===== config.mk =====
export PLATFORM = sky130hd
export DESIGN_NAME = bank_xlate
export DESIGN_NICKNAME = d
export VERILOG_FILES = /design/src/rtl/bx_pkg.sv /design/src/rtl/bx_regfile.sv /design/src/rtl/bx_prg_map.sv /design/src/rtl/bx_chr_map.sv /design/src/rtl/bank_xlate.sv
export SDC_FILE = /design/constraint.sdc
export NUM_CORES = 1
export LEC_CHECK = 0
export ABC_CLOCK_PERIOD_IN_PS = 1400
export BUFFER_PORTS_ARGS = -buffer_cell sky130_fd_sc_hd__buf_2
export CAP_MARGIN = 20
export CORE_ASPECT_RATIO = 1.4
export CORE_UTILIZATION = 30
export DETAILED_ROUTE_END_ITERATION = 8
export PLACE_DENSITY = 0.59
export SETUP_SLACK_MARGIN = 0.5
export SYNTH_ARGS = -nofsm -noshare
export SYNTH_HDL_FRONTEND = slang
export SYNTH_SLANG_ARGS = --single-unit

===== constraint.sdc =====
create_clock -name clk -period 1.4 [get_ports clk]
set_input_delay 0 -clock clk [delete_from_list [all_inputs] [get_ports clk]]
set_output_delay 0 -clock clk [all_outputs]
set_load 0.03 [all_outputs]

===== src/rtl/bx_pkg.sv =====
package bx_pkg;
  localparam logic [2:0] PAGE_BANK   = 3'b100;
  localparam logic [2:0] PAGE_MIRROR = 3'b101;

  typedef struct packed {
    logic half_inv;
    logic prg_swap;
    logic full_1k;
  } bx_mode_t;
endpackage


===== src/rtl/bx_regfile.sv =====
module bx_regfile
  import bx_pkg::*;
#(
  parameter int PRG_W = 5,
  parameter int CHR_W = 8
) (
  input  logic                       clk,
  input  logic                       rst_n,
  input  logic                       wr_en,
  input  logic [2:0]                 wr_page,
  input  logic                       wr_odd,
  input  logic [7:0]                 wr_data,
  output bx_mode_t                   mode,
  output logic [3:0]                 sel_idx,
  output logic [2:0][PRG_W-1:0]      prg_regs,
  output logic [7:0][CHR_W-1:0]      chr_regs,
  output logic                       mirror_h
);
  logic sel_wr, data_wr, mir_wr;

  assign sel_wr  = wr_en && (wr_page == PAGE_BANK)   && !wr_odd;
  assign data_wr = wr_en && (wr_page == PAGE_BANK)   &&  wr_odd;
  assign mir_wr  = wr_en && (wr_page == PAGE_MIRROR) && !wr_odd;

  always_ff @(posedge clk) begin
    if (!rst_n) begin
      sel_idx <= '0;
      mode    <= '0;
    end else if (sel_wr) begin
      sel_idx       <= wr_data[3:0];
      mode.half_inv <= wr_data[7];
      mode.prg_swap <= wr_data[6];
      mode.full_1k  <= wr_data[5];
    end
  end

  always_ff @(posedge clk) begin
    if (!rst_n)      mirror_h <= 1'b0;
    else if (mir_wr) mirror_h <= wr_data[0];
  end

  // Program registers in order 6, 7, 15.
  for (genvar k = 0; k < 3; k++) begin : g_prg
    localparam logic [3:0] IDX = (k == 0) ? 4'd6 : (k == 1) ? 4'd7 : 4'd15;
    logic [PRG_W-1:0] q;
    always_ff @(posedge clk) begin
      if (!rst_n)                         q <= '0;
      else if (data_wr && sel_idx == IDX) q <= wr_data[PRG_W-1:0];
    end
    assign prg_regs[k] = q;
  end

  // Pattern registers in order 0,1,2,3,4,5,8,9.
  for (genvar k = 0; k < 8; k++) begin : g_chr
    localparam logic [3:0] IDX = (k < 6) ? 4'(k) : 4'(k + 2);
    logic [CHR_W-1:0] q;
    always_ff @(posedge clk) begin
      if (!rst_n)                         q <= '0;
      else if (data_wr && sel_idx == IDX) q <= wr_data[CHR_W-1:0];
    end
    assign chr_regs[k] = q;
  end
endmodule


===== src/rtl/bx_prg_map.sv =====
module bx_prg_map #(
  parameter int PRG_BANKS = 32,
  localparam int PRG_W = $clog2(PRG_BANKS)
) (
  input  logic [1:0]            win,
  input  logic                  swap,
  input  logic [2:0][PRG_W-1:0] regs,
  output logic [PRG_W-1:0]      bank
);
  localparam logic [PRG_W-1:0] LAST = PRG_W'(PRG_BANKS - 1);

  always_comb begin
    unique case (win)
      2'd0:    bank = swap ? regs[2] : regs[0];
      2'd1:    bank = regs[1];
      2'd2:    bank = swap ? regs[0] : regs[2];
      default: bank = LAST;
    endcase
  end
endmodule


===== src/rtl/bx_chr_map.sv =====
module bx_chr_map #(
  parameter int CHR_W = 8
) (
  input  logic [2:0]            slot,
  input  logic                  half_inv,
  input  logic                  full_1k,
  input  logic [7:0][CHR_W-1:0] regs,
  output logic [CHR_W-1:0]      bank
);
  logic [2:0] eff;
  assign eff = slot ^ {half_inv, 2'b00};

  always_comb begin
    unique case (eff)
      3'd0:    bank = full_1k ? regs[0] : {regs[0][CHR_W-1:1], 1'b0};
      3'd1:    bank = full_1k ? regs[6] : {regs[0][CHR_W-1:1], 1'b1};
      3'd2:    bank = full_1k ? regs[1] : {regs[1][CHR_W-1:1], 1'b0};
      3'd3:    bank = full_1k ? regs[7] : {regs[1][CHR_W-1:1], 1'b1};
      3'd4:    bank = regs[2];
      3'd5:    bank = regs[3];
      3'd6:    bank = regs[4];
      default: bank = regs[5];
    endcase
  end
endmodule


===== src/rtl/bank_xlate.sv =====
module bank_xlate
  import bx_pkg::*;
#(
  parameter int PRG_BANKS = 32,
  parameter int CHR_BANKS = 256,
  localparam int PRG_W = $clog2(PRG_BANKS),
  localparam int CHR_W = $clog2(CHR_BANKS)
) (
  input  logic             clk,
  input  logic             rst_n,
  input  logic             cpu_wr,
  input  logic [2:0]       cpu_wr_page,
  input  logic             cpu_wr_odd,
  input  logic [7:0]       cpu_wr_data,
  input  logic [1:0]       prg_win,
  output logic [PRG_W-1:0] prg_bank,
  input  logic [2:0]       chr_slot,
  output logic [CHR_W-1:0] chr_bank,
  output logic             mirror_h
);
  bx_mode_t                   mode;
  logic [3:0]                 sel_idx;
  logic [2:0][PRG_W-1:0]      prg_regs;
  logic [7:0][CHR_W-1:0]      chr_regs;

  bx_regfile #(.PRG_W(PRG_W), .CHR_W(CHR_W)) u_regs (
    .clk      (clk),
    .rst_n    (rst_n),
    .wr_en    (cpu_wr),
    .wr_page  (cpu_wr_page),
    .wr_odd   (cpu_wr_odd),
    .wr_data  (cpu_wr_data),
    .mode     (mode),
    .sel_idx  (sel_idx),
    .prg_regs (prg_regs),
    .chr_regs (chr_regs),
    .mirror_h (mirror_h)
  );

  bx_prg_map #(.PRG_BANKS(PRG_BANKS)) u_prg (
    .win  (prg_win),
    .swap (mode.prg_swap),
    .regs (prg_regs),
    .bank (prg_bank)
  );

  bx_chr_map #(.CHR_W(CHR_W)) u_chr (
    .slot     (chr_slot),
    .half_inv (mode.half_inv),
    .full_1k  (mode.full_1k),
    .regs     (chr_regs),
    .bank     (chr_bank)
  );
endmodule


Yosys cells after proc, flatten, opt, wreduce, memory -nomap -nowiden:

Cells that the tools add are included.

* register bits: 87
* bits of input ports: 20
* output and inout bits: 14
* word-level logic and storage cells: 65

* equal/unequal tests: 20
* multiplexer cells: 8
* bitwise logic cells: 1
* reductions and logical operators: 20

Operators with widths (number)
* one-hot mux 8 bit (7 select lines): 1
* == test 4 x 3 -> 1 bit (second input constant): 4
* logical AND 1 bit: 16
* 2-to-1 mux 8 bit: 2
* == test 3 bit (second input constant): 5
* one-hot mux 5 bit (3 select lines): 1
* == test 4 bit (second input constant): 3
* 2-to-1 mux 5 bit: 2
* == test 4 x 2 -> 1 bit (second input constant): 2
* == test 3 x 2 -> 1 bit (second input constant): 2
* == test 4 x 1 -> 1 bit (second input constant): 1
* logical NOT 4 bit: 1
* == test 3 x 1 -> 1 bit (second input constant): 1
* logical NOT 3 bit: 1
* bitwise XOR 3 bit: 1
* == test 2 x 1 -> 1 bit (second input constant): 1
* == test 2 bit (second input constant): 1
* logical NOT 2 bit: 1
* 2-to-1 mux 1 bit: 2
* logical NOT 1 bit: 1

Longest topological paths before layout:

* depth after elaboration: 4
* mapped depth: 6
* gate-level depth less buffers: 4

Modules after synthesis:

From an unflattened synthesis, not the netlist that was laid out.

* cells, all modules: 415
* area, all modules: 4215.3 um^2

Modules (own cells, without submodules)
* bx_regfile: instances 1, cells an instance 326, area an instance 3359.5 um^2, seq. area each 1741.7 um^2
* bx_chr_map: instances 1, cells an instance 65, area an instance 659.4 um^2, seq. area each 0.0 um^2
* bx_prg_map: instances 1, cells an instance 24, area an instance 196.4 um^2, seq. area each 0.0 um^2

Worst setup path before layout:

No wires, ideal clock.

* path type: reg-to-output
* start point: register, netlist name u_regs.mode[2]
* end point: output port chr_bank[2]
* arrival: 1.798 ns
* data required time: 1.400 ns
* path slack: -0.398 ns
* cell stages (with the launch flop): 5
* path buffers: 0
* path through: dfxtp_1 -> xor2_1 -> nand2_1 -> o2111a_1 -> o21ai_0

* word-level cells in the longest chain between the ends: 3
* elaborated cells between the ends (all ways): 9
* classes of those cells: eq/ne: 6; mux: 1; bitwise: 1; reduce/logical: 1

Ends and longest elaborated chain
* bitwise XOR 3 bit (*): line bx_chr_map.sv:11 `assign eff = slot ^ {half_inv, 2'b00};`
* == test 3 bit (tied with other cells): line bx_chr_map.sv:14 `unique case (eff)`
* one-hot mux 8 bit (7 select lines) (*): line bx_chr_map.sv:14
* to (decl): line bank_xlate.sv:18 `output logic [CHR_W-1:0] chr_bank,`

Mark *: on every way between the ends. The rest lies on a longest branch, timed or not.

Worst setup path in the final report:

* start point: register, netlist name u_regs.mode[0]
* end point: output port chr_bank[6]

* word-level cells in the longest chain between the ends: 2
* elaborated cells between the ends (all ways): 3
* classes of those cells: mux: 3

Ends and longest elaborated chain (line)
* 2-to-1 mux 8 bit, on equally long branches: bx_chr_map.sv:18, bx_chr_map.sv:16
* one-hot mux 8 bit (7 select lines) (*): bx_chr_map.sv:14

Marked as above.

==> impl_metrics.tcl <==
set metrics [dict create \
    synth-simple-area-share_pct 16.0 \
    nNetsFinal 455 \
    cp.required_ns 1.40 \
    cts.clk_slew.worst_paths_ns 0.06 \
    postSynthCellCount 383 \
    drtIter0Drc 154 \
    drtPass1Iterations 4 \
    synthMuxAreaShare_pct 33.6 \
    drc 0 \
    die_h_um 138 \
    ys_warn_count 0 \
    synthAdderAreaFrac_pct 0 \
    layout_setup_ws_ns -0.516 \
    netlist_area_sq_um 3970 \
    slew_violations 0 \
    cp-endpoint "chr_bank[6]" \
    core_sq_um 12900 \
    vias 2871 \
    r2r-end "u_regs.g_chr[3].q[4]" \
    cts_max_level 3 \
    io_buffers 33 \
    antenna_found_initial 0 \
    wl_per_cell_um 16.4 \
    final_util_pct 40.8 \
    grt_use_total_pct 15.0 \
    cellLeakagePower_nw 2.14 \
    ff2ff_path_depth 4 \
    synth_xor_area_share_pct 0.661 \
    clockRootBuffer "clkbuf_16" \
    fp.dieArea_sq_um 13700 \
    min_period_ns 1.92 \
    setup-tns-final_ns -4.40 \
    crit_arrival_ns 1.92 \
    setup_viol 13 \
    r2r_start "u_regs.sel_idx[0]" \
    hold_viol_final 0 \
    synthArstFlopShare_pct 0 \
    cts_tree "built" \
    ios 34 \
    cts_sinks 87 \
    synth_top_family_by_area "multiplexers" \
    n_antenna_cell 0 \
    via_per_inst 4.85 \
    clk_latency_ns 0.34 \
    powerDensity_nw_per_um2 1040 \
    crit_type "flip-flop to output pin" \
    period_share_pct 137 \
    placed_area_sq_um 4620 \
    cts_buffer_depth 2 \
    rsz0062_at_grt "yes" \
    grt_pass1_wl_mm 15.8 \
    violations "negative setup slack" \
    skew_ns 0.00526 \
    final_area_sq_um 5250 \
    cp-start-kind "flip-flop" \
    start_util_pct 30.9 \
    cts_buffers 9 \
    synthFlopType "dfxtp_1" \
    synth_cell_type_count 38 \
    ys_ff_latch 87 \
    crit_fanout 6 \
    synth.net_count 403 \
    hpwl_mm 6.81 \
    tightestPinTransition_ns 0.416 \
    seq_area_frac_synth_pct 43.8 \
    fp-row-count 49 \
    layout-drive-gt1-share_pct 31.7 \
    crit_start "u_regs.mode[0]" \
    rrSetupSlack_ns 0.12 \
    dieWidth_um 99.3 \
    grt_pass1_vias 3008 \
    irDropWorstVdd_v 0.000522 \
    ant_nets 0 \
    synth-edff-count 0 \
    place.gp.congestion 0.743 \
    grt_max_degree 31 \
    syn-mean-instance-area_sq_um 10.4 \
    max-cap-violations 0 \
    synth_compound_area_share_pct 2.61 \
    cp-end-kind "output pin" \
    slew_headroom_pct 72.2 \
    hold_ws_ns 0.102 \
    syn2layout_area_growth_pct 32.2 \
    drt_wl_total_mm 9.69 \
    hp-class "primary input to flip-flop" \
    clock.fmax_mhz 522 \
    overflow 0 \
    status "finished with violations" \
]
## metal layers
metal  track usage, %  part of all wire (%)  up-vias
met3             3.34                   2.5       13
li1                 -                     -     1429
met4             5.42                   1.8        0
met5                0                     0        -
met1             17.1                    42     1392
met2             26.9                    53       37
## layout make-up
| cell class | count | area [sq um] |
|---|---|---|
| repair buffers | 70 | 627 |
| clock buffers | 11 | 243 |
| multi-input cells | 267 | 2360 |
| flip-flops and latches | 87 | 1760 |
| well taps | 153 | 191 |
| clock inverters | 4 | 70.1 |
| fillers | 1249 | 7620 |
## critical path, cell delays in order, from the launching register on
cell	delay [ns]
dfxtp_4	0.40
mux2_4	0.31
mux4_2	0.46
mux2_4	0.27
buf_6	0.14
## cells in the final DEF (no fill, tap or decap), types with 2 or more instances in the layout
master / Yosys / routed
and3_4: 0 / 3
buf_12: 0 / 5
buf_2: 12 / 20
buf_4: 0 / 19
buf_6: 1 / 19
bufinv_16: 0 / 2
clkbuf_16: 0 / 9
clkinv_2: 0 / 2
dfxtp_1: 87 / 80
dfxtp_2: 0 / 2
dfxtp_4: 0 / 5
dlygate4sd3_1: 0 / 7
mux2_2: 7 / 2
mux2_4: 2 / 11
mux2i_1: 91 / 91
mux4_2: 12 / 12
nand2_1: 101 / 100
nand2_8: 0 / 2
nand3_1: 4 / 3
nand3_4: 0 / 3
nor2_2: 0 / 2
nor2b_1: 9 / 8
nor3_4: 0 / 2
o22a_4: 0 / 5
xor2_4: 0 / 2
## synthesized netlist by cell type, types with 2 or more instances
| master | n | share of area [%] |
|---|---|---|
| and3_1 | 3 | 0.47 |
| buf_2 | 12 | 1.5 |
| clkbuf_1 | 16 | 1.5 |
| dfxtp_1 | 87 | 44 |
| mux2_1 | 4 | 1.1 |
| mux2_2 | 7 | 2.0 |
| mux2_4 | 2 | 0.76 |
| mux2i_1 | 91 | 23 |
| mux4_2 | 12 | 6.8 |
| nand2_1 | 101 | 9.5 |
| nand3_1 | 4 | 0.50 |
| nand3_2 | 2 | 0.50 |
| nor2_1 | 3 | 0.28 |
| nor2b_1 | 9 | 1.4 |
| o22a_1 | 6 | 1.3 |
| xor2_1 | 2 | 0.44 |
## how the worst min path moves through the flow
stage | endpoint | slack [ns] | depth (start not counted) | from
4_1_cts | u_regs.mirror_h | 0.09 | 4 | cpu_wr_odd
6_report | u_regs.mirror_h | 0.10 | 4 | cpu_wr_odd
3_5_place_dp | u_regs.sel_idx[1] | 0.30 | 3 | cpu_wr_data[1]
2_1_floorplan | u_regs.g_chr[1].q[0] | 0.16 | 2 | cpu_wr_data[0]
3_3_place_gp | u_regs.mode[0] | 0.28 | 3 | cpu_wr_data[5]
5_1_grt | u_regs.mirror_h | 0.12 | 4 | cpu_wr_odd
## cell families (layout without fill, tap and decap cells)
family                 Yosys count  after routing
AO/OA/AOI/OAI                   13             13
AND/OR/NAND/NOR                135            135
XOR/XNOR                         3              3
multiplexers                   116            116
buffers and inverters           29             85
flip-flops                      87             87
## per-stage QoR
| stage | setup slack (ns) | cells | power, mW |
|---|---|---|---|
| finish | -0.516 | 592 | 5.45 |
| global route | -0.547 | 592 | 5.64 |
| CTS | -0.530 | 592 | 5.50 |
| detailed placement | -0.227 | 565 | 2.89 |
| global placement | -0.201 | 565 | 2.89 |
| floorplan | -0.0820 | 383 | 2.77 |
## power breakdown
part	switching (mW)	total (mW)	leakage [nW]	internal [mW]
Sequential	0.00807	2.48	0.706	2.47
Combinational	0.230	0.406	1.28	0.175
Clock	0.965	2.56	0.155	1.60
## sequential cells by signal (all words and copies together) (netlist names)
signal           count
u_regs.g_chr.q      64
u_regs.g_prg.q      15
u_regs.sel_idx       4
u_regs.mode          3
u_regs.mirror_h      1
## what timing repair did
action                     CTS  global route
resized for setup           52             3
hold buffers                 7             0
setup buffers                5             0
cloned                       0             0
setup endpoints to repair   92            92
hold endpoints to repair     8             0
pin swaps                   10             6
Note: power is estimated with default switching activity, not from simulation.
